<file path="config.mk">
export PLATFORM = sky130hd
export DESIGN_NAME = pipeRam
export DESIGN_NICKNAME = d
export VERILOG_FILES = /design/src/rtl/ramPkg.sv /design/src/rtl/pipeDelay.sv /design/src/rtl/pipeRamCtrl.sv /design/src/rtl/pipeRamData.sv /design/src/rtl/pipeRam.sv
export SDC_FILE = /design/constraint.sdc
export NUM_CORES = 1
export LEC_CHECK = 0
export BUFFER_PORTS_ARGS = -buffer_cell sky130_fd_sc_hd__buf_2
export CORE_UTILIZATION = 40
export DETAILED_ROUTE_END_ITERATION = 10
export MAX_ROUTING_LAYER = met4
export REMOVE_ABC_BUFFERS = 1
export SLEW_MARGIN = 10
export SYNTH_ARGS = -nofsm -noshare
export SYNTH_HDL_FRONTEND = slang
export SYNTH_SLANG_ARGS = --single-unit
</file>
<file path="constraint.sdc">
create_clock -name clk -period 2.9 [get_ports clk]
set_clock_uncertainty 0.2 [all_clocks]
set_input_delay 0.29 -clock clk [delete_from_list [all_inputs] [get_ports clk]]
set_output_delay 0.29 -clock clk [all_outputs]
set_load 0.01 [all_outputs]
</file>
<file path="src/rtl/ramPkg.sv">
package ramPkg;
  typedef enum logic {
    RUW_OLD = 1'b0,
    RUW_NEW = 1'b1
  } ruwPolicy_t;

  // strobes from control to datapath
  typedef struct packed {
    logic commitWr;  // a write reaches the array on this edge
    logic sampleRd;  // a read samples the array on this edge
  } ramStrobe_t;
endpackage

</file>
<file path="src/rtl/pipeDelay.sv">
module pipeDelay #(
  parameter int WIDTH  = 1,
  parameter int STAGES = 1
) (
  input  logic             clk,
  input  logic             rstN,
  input  logic [WIDTH-1:0] din,
  output logic [WIDTH-1:0] dout
);
  generate
    if (STAGES == 0) begin : g_pass
      logic unusedClk;
      assign unusedClk = clk ^ rstN;
      assign dout = din;
    end else begin : g_pipe
      logic [WIDTH-1:0] stage [STAGES];
      always_ff @(posedge clk) begin
        if (!rstN) begin
          for (int i = 0; i < STAGES; i++) stage[i] <= '0;
        end else begin
          stage[0] <= din;
          for (int i = 1; i < STAGES; i++) stage[i] <= stage[i-1];
        end
      end
      assign dout = stage[STAGES-1];
    end
  endgenerate
endmodule

</file>
<file path="src/rtl/pipeRamCtrl.sv">
module pipeRamCtrl import ramPkg::*; #(
  parameter int RD_LAT = 2,
  parameter int WR_LAT = 2
) (
  input  logic       clk,
  input  logic       rstN,
  input  logic       wrEn,
  input  logic       wrMask,
  input  logic       rdEn,
  output ramStrobe_t stb,
  output logic       rdValid
);
  localparam int CW = $clog2(RD_LAT + WR_LAT + 2) + 1;

  logic wrLive;
  assign wrLive = wrEn & wrMask;

  pipeDelay #(.WIDTH(1), .STAGES(WR_LAT-1)) u_wrEnPipe (
    .clk(clk), .rstN(rstN), .din(wrLive), .dout(stb.commitWr)
  );

  pipeDelay #(.WIDTH(1), .STAGES(RD_LAT-1)) u_rdEnPipe (
    .clk(clk), .rstN(rstN), .din(rdEn), .dout(stb.sampleRd)
  );

  always_ff @(posedge clk) begin
    if (!rstN) rdValid <= 1'b0;
    else       rdValid <= stb.sampleRd;
  end

  // in-flight counters, used by the checks below
  logic [CW-1:0] rdPend, wrPend;
  always_ff @(posedge clk) begin
    if (!rstN) begin
      rdPend <= '0;
      wrPend <= '0;
    end else begin
      rdPend <= rdPend + CW'(rdEn) - CW'(rdValid);
      wrPend <= wrPend + CW'(wrLive) - CW'(stb.commitWr);
    end
  end

  AST_RD_INFLIGHT: assert property (@(posedge clk) disable iff (!rstN)
    rdPend <= CW'(RD_LAT));
  AST_NO_SPURIOUS_VALID: assert property (@(posedge clk) disable iff (!rstN)
    rdValid |-> rdPend != '0);
  AST_WR_INFLIGHT: assert property (@(posedge clk) disable iff (!rstN)
    wrPend <= CW'(WR_LAT - 1));
  AST_COMMIT_BACKED: assert property (@(posedge clk) disable iff (!rstN)
    (stb.commitWr && WR_LAT > 1) |-> wrPend != '0);
endmodule

</file>
<file path="src/rtl/pipeRamData.sv">
module pipeRamData import ramPkg::*; #(
  parameter int         DEPTH    = 128,
  parameter int         DW       = 8,
  parameter int         RD_LAT   = 2,
  parameter int         WR_LAT   = 2,
  parameter ruwPolicy_t RUW_MODE = RUW_NEW,
  localparam int        AW       = $clog2(DEPTH)
) (
  input  logic          clk,
  input  logic          rstN,
  input  ramStrobe_t    stb,
  input  logic [AW-1:0] wrAddr,
  input  logic [DW-1:0] wrData,
  input  logic [AW-1:0] rdAddr,
  output logic [DW-1:0] rdData
);
  logic [DW-1:0]    mem [DEPTH];
  logic [AW+DW-1:0] wrBundle;
  logic [AW-1:0]    wAddrQ, rAddrQ;
  logic [DW-1:0]    wDataQ;
  logic             hit;

  pipeDelay #(.WIDTH(AW+DW), .STAGES(WR_LAT-1)) u_wrPipe (
    .clk(clk), .rstN(rstN), .din({wrAddr, wrData}), .dout(wrBundle)
  );
  assign {wAddrQ, wDataQ} = wrBundle;

  pipeDelay #(.WIDTH(AW), .STAGES(RD_LAT-1)) u_rdPipe (
    .clk(clk), .rstN(rstN), .din(rdAddr), .dout(rAddrQ)
  );

  assign hit = stb.commitWr && (wAddrQ == rAddrQ);

  always_ff @(posedge clk) begin
    if (stb.commitWr) mem[wAddrQ] <= wDataQ;
  end

  always_ff @(posedge clk) begin
    if (!rstN) begin
      rdData <= '0;
    end else if (stb.sampleRd) begin
      if (RUW_MODE == RUW_NEW && hit) rdData <= wDataQ;
      else                            rdData <= mem[rAddrQ];
    end
  end

  AST_RD_HOLD: assert property (@(posedge clk) disable iff (!rstN)
    !stb.sampleRd |=> $stable(rdData));
endmodule

</file>
<file path="src/rtl/pipeRam.sv">
module pipeRam import ramPkg::*; #(
  parameter int         DEPTH    = 128,
  parameter int         DW       = 8,
  parameter int         RD_LAT   = 2,
  parameter int         WR_LAT   = 2,
  parameter ruwPolicy_t RUW_MODE = RUW_NEW,
  localparam int        AW       = $clog2(DEPTH)
) (
  input  logic          clk,
  input  logic          rstN,
  input  logic          wrEn,
  input  logic          wrMask,
  input  logic [AW-1:0] wrAddr,
  input  logic [DW-1:0] wrData,
  input  logic          rdEn,
  input  logic [AW-1:0] rdAddr,
  output logic [DW-1:0] rdData,
  output logic          rdValid
);
  ramStrobe_t stb;

  pipeRamCtrl #(.RD_LAT(RD_LAT), .WR_LAT(WR_LAT)) u_ctrl (
    .clk(clk), .rstN(rstN), .wrEn(wrEn), .wrMask(wrMask), .rdEn(rdEn),
    .stb(stb), .rdValid(rdValid)
  );

  pipeRamData #(.DEPTH(DEPTH), .DW(DW), .RD_LAT(RD_LAT), .WR_LAT(WR_LAT),
                .RUW_MODE(RUW_MODE)) u_data (
    .clk(clk), .rstN(rstN), .stb(stb), .wrAddr(wrAddr), .wrData(wrData),
    .rdAddr(rdAddr), .rdData(rdData)
  );
endmodule

</file>
==> flow_summary.rst <==
.. list-table::
   :header-rows: 1

   * - Metric
     - Value
   * - Run status
     - completed
   * - Overall fraction of global-route tracks in use
     - 0.215
   * - Avg Synthesized Cell Area
     - ~20 um2
   * - Die ar.
     - between 100000 and 150000 um2
   * - Number of filler cells placed in the layout
     - about 8500
   * - Htree depth
     - 3
   * - Number of distinct library cells after synthesis
     - 58
   * - Worst-margin pin slew
     - slightly above 1000 ps
   * - Kind of start point of the critical path
     - register
   * - Vias per std cell
     - roughly 5.6
   * - Post-synth top area share
     - 0.742
   * - Slew headroom
     - 0.308
   * - Number of antenna violations at the first check in global routing
     - 0
   * - Main combinational cell family by area after synthesis
     - multiplexers
   * - Endpoint of the lowest-slack register-to-register path
     - u_data.rdData[4]
   * - Dpl ws
     - -213 ps
   * - Post-route DRC violation count
     - 0
   * - Final setup fails
     - 0
   * - Cts bufs inserted
     - ~100
   * - Post-DR wirelength/cell
     - between 20 and 30 um
   * - Primary flip-flop cell chosen by synthesis mapping
     - sky130_fd_sc_hd__edfxtp_1
   * - Sequential element share of the synthesized area
     - 0.758
   * - WL final
     - between 100 and 150 mm
   * - Total overflow reported by the global router
     - 0
   * - Setup CP Type
     - register to register
   * - Commonest non-fill, non-tap cell in the layout
     - sky130_fd_sc_hd__edfxtp_1
   * - Maximum clock insertion buffer count
     - 3
   * - Detail Route Antenna Nets
     - 0
   * - Gate Count Post-Synth
     - ~2100
   * - Leading post-synthesis cells by cell area
     - sky130_fd_sc_hd__edfxtp_1, sky130_fd_sc_hd__mux4_2, sky130_fd_sc_hd__mux2i_1
   * - DPL Wire Length
     - ~71 mm
   * - Path category of the worst min-delay check
     - input pin to register
   * - Data required time of the worst path
     - 3290 ps
   * - Crit path max fanout
     - 16
   * - Post-synthesis async set-or-reset flop share
     - 0
   * - Worst hold endpoint
     - u_ctrl.u_wrEnPipe.g_pipe.stage[0]
   * - Sequential cell area
     - between 30000 and 40000 um2
   * - Number of nets in the layout
     - between 2000 and 2500
   * - Synthesized-area fraction occupied by ao, oa, aoi and oai cells
     - 0.0360
   * - Cell taking the most area after synthesis
     - sky130_fd_sc_hd__edfxtp_1
   * - RSZ-0062 raised after global routing
     - no
   * - Util after Layout
     - 0.481
   * - Inserted Diodes
     - 0
   * - TritonCTS clock tree
     - built
   * - Global-route wire length before repair
     - between 150 and 200 mm
   * - Largest net degree at the start of global routing
     - 73
   * - WP data arrival
     - 3170 ps
   * - DRC marker count from the first detailed-route iteration
     - 2530
   * - Horizontal die dimension
     - 324 um
   * - Seq cells post-synth
     - approximately 1100
   * - Worst-Skew Late Latency
     - 680 ps
   * - Fraction of final layout cells with drive strength greater than 1
     - 0.277
   * - Crit share post-route
     - 0.956
   * - Cell Chain, Critical Path
     - buf_12, nand2_1, buf_4, o221ai_1, nor3_1, buf_4, nor4_2, nand3_1, o32ai_1
   * - Final hold slack
     - roughly 190 ps
   * - Highest ir drop seen on vdd
     - approximately 460 uV
   * - Maxcap violations
     - 0
   * - Maximum cell stage delay along the critical path
     - 470 ps
   * - Post-layout min period
     - approximately 2800 ps
   * - Highest attainable clock frequency
     - roughly 0.36 GHz
   * - IO Port Bufs
     - 35
   * - Total count of max-transition violations in the final report
     - 0
   * - Worst Setup End Kind
     - register
   * - Area Overhead vs Synth
     - 18.6%
   * - Clock root buffer
     - sky130_fd_sc_hd__clkbuf_16
   * - Area of the core
     - 102000 um2
   * - Setup slack after layout
     - 127 ps
   * - Count of endpoints failing hold in the final timing report
     - 0
   * - Launch point of the worst hold path
     - wrEn
   * - Cell leakage power
     - between 10 and 15 nW
   * - Die Y
     - 324 um
   * - Worst Reg2Reg Path Length in Cells
     - 9
   * - Rows
     - around 120
   * - Starting Density
     - 0.406
   * - Dominant cell type by count on the critical path
     - sky130_fd_sc_hd__buf_4
   * - Multiplexer share of the synthesized area
     - 0.144
   * - Worst path slowest cell
     - sky130_fd_sc_hd__dfxtp_4
   * - Total vias in the final route
     - approximately 22000
   * - Most frequent cells in the layout
     - sky130_fd_sc_hd__edfxtp_1, sky130_fd_sc_hd__buf_4, sky130_fd_sc_hd__mux4_2
   * - Sinks on Clock Net
     - between 1000 and 1500
   * - Number of warnings printed during yosys synthesis
     - 0
   * - R2r startpoint
     - u_data.u_rdPipe.g_pipe.stage[0][1]
   * - P per Cell Area
     - about 650 nW/um2
   * - EDFF count, synth
     - between 1000 and 1500
   * - Multi-input combinational cell area
     - between 9000 and 10000 um2
   * - Netlist area before placement
     - between 40000 and 50000 um2
   * - Hold Crit Depth
     - 3
   * - Simple logic cell fraction of the synthesized area
     - 0.0393
   * - Adder-cell share of the synthesized area
     - 0
   * - Register-to-Register Setup Slack
     - around 130 ps
   * - DR pass1 iterations
     - 5
   * - Gp weighted congestion
     - between 0.9 and 1
   * - CTS clk-pin slew, worst paths
     - about 60 ps
   * - Xor and xnor fraction of the mapped netlist area
     - 0.00148
   * - Top Ports
     - 36
   * - Vias in the first global route
     - ~22000
## state kept, by name (all words and copies together), names as in the netlist
name                            cells
u_ctrl.rdValid                      1
u_ctrl.u_rdEnPipe.g_pipe.stage      1
u_ctrl.u_wrEnPipe.g_pipe.stage      1
u_data.mem                       1024
u_data.rdData                       8
u_data.u_rdPipe.g_pipe.stage        7
u_data.u_wrPipe.g_pipe.stage       15
## worst max-delay path: cells and delay by family, from the launching register on
| family | cells | cell delay (ps) |
|---|---|---|
| AO/OA/AOI/OAI | 2 | 730 |
| buffers and inverters | 3 | 620 |
| flip-flops | 1 | 470 |
| AND/OR/NAND/NOR | 4 | 630 |
## area by class of cell
type | count | area share
sequential | 1057 | 0.640
multi-input combinational | 899 | 0.186
timing repair buffer | 389 | 0.0679
clock buffer | 129 | 0.0555
tap | 1368 | 0.0348
clock inverter | 62 | 0.0150
inverter | 9 | 0.000687
## Yosys cell counts (all sizes together) (7+ instances only)
master,number
a22oi,56
mux2i,119
nor2,147
nand3,34
o21ai,31
o221ai,19
nor2b,16
a31oi,12
nand2,59
clkbuf,43
edfxtp,1024
nand4,13
and2,30
mux2,13
o211ai,7
a21oi,14
xnor2,7
buf,73
mux4,200
o22ai,33
inv,9
nor3,31
dfxtp,33
## power by group
group | switching (mW) | total, mW | internal [mW]
clock | 5.75 | 13.6 | 7.87
sequential | 0.171 | 16.9 | 16.8
combinational | 0.889 | 1.51 | 0.623
## per-stage QoR
step           cell area (um2)  setup TNS (ps)  power (mW)  std cells
6_report                 49100               0        32.1       3913
5_1_grt                  49100               0        32.9       3913
4_1_cts                  49100               0        32.2       3910
3_5_place_dp             45100            -247        18.7       3669
3_3_place_gp             45100            -323        18.7       3669
2_1_floorplan            40600          -83460        18.2       1965
## layer usage
layer | GRT usage | share of wire
met3 | 0.0391 | 0.080
met2 | 0.337 | 0.48
met4 | 0.0644 | 0.026
met1 | 0.288 | 0.41
met5 | - | 0
## cell families (layout without fill, tap and decap cells)
kind of cell	count (synthesis)	count (layout)
AOI/OAI and AO/OA	210	210
muxes	332	332
DFF	1057	1057
xor gates and xnor gates	7	7
buffers and inverters	125	589
and+or+nand+nor	350	350
## worst max-delay path by stage
stage / slack (ps) / start / cells past startpoint / end
finish: 130 / u_data.u_rdPipe.g_pipe.stage[0][1] / 9 / u_data.rdData[4]
global route: 50 / u_data.u_rdPipe.g_pipe.stage[0][1] / 9 / u_data.rdData[1]
CTS: 20 / u_data.u_rdPipe.g_pipe.stage[0][0] / 9 / u_data.rdData[6]
detailed placement: -210 / u_data.u_rdPipe.g_pipe.stage[0][2] / 7 / u_data.rdData[5]
global placement: -260 / u_data.u_rdPipe.g_pipe.stage[0][2] / 7 / u_data.rdData[5]
floorplan: -10710 / u_data.u_rdPipe.g_pipe.stage[0][0] / 6 / u_data.rdData[7]
## repair_timing
item	in CTS	in global routing
buffers inserted	1	3
hold endpoints to repair	28	0
gates resized for setup	2	0
gates cloned	0	0
pin swaps	0	0
endpoints found under the setup margin	4	4
hold buffers	49	0
(Power assumes the default switching activity.)
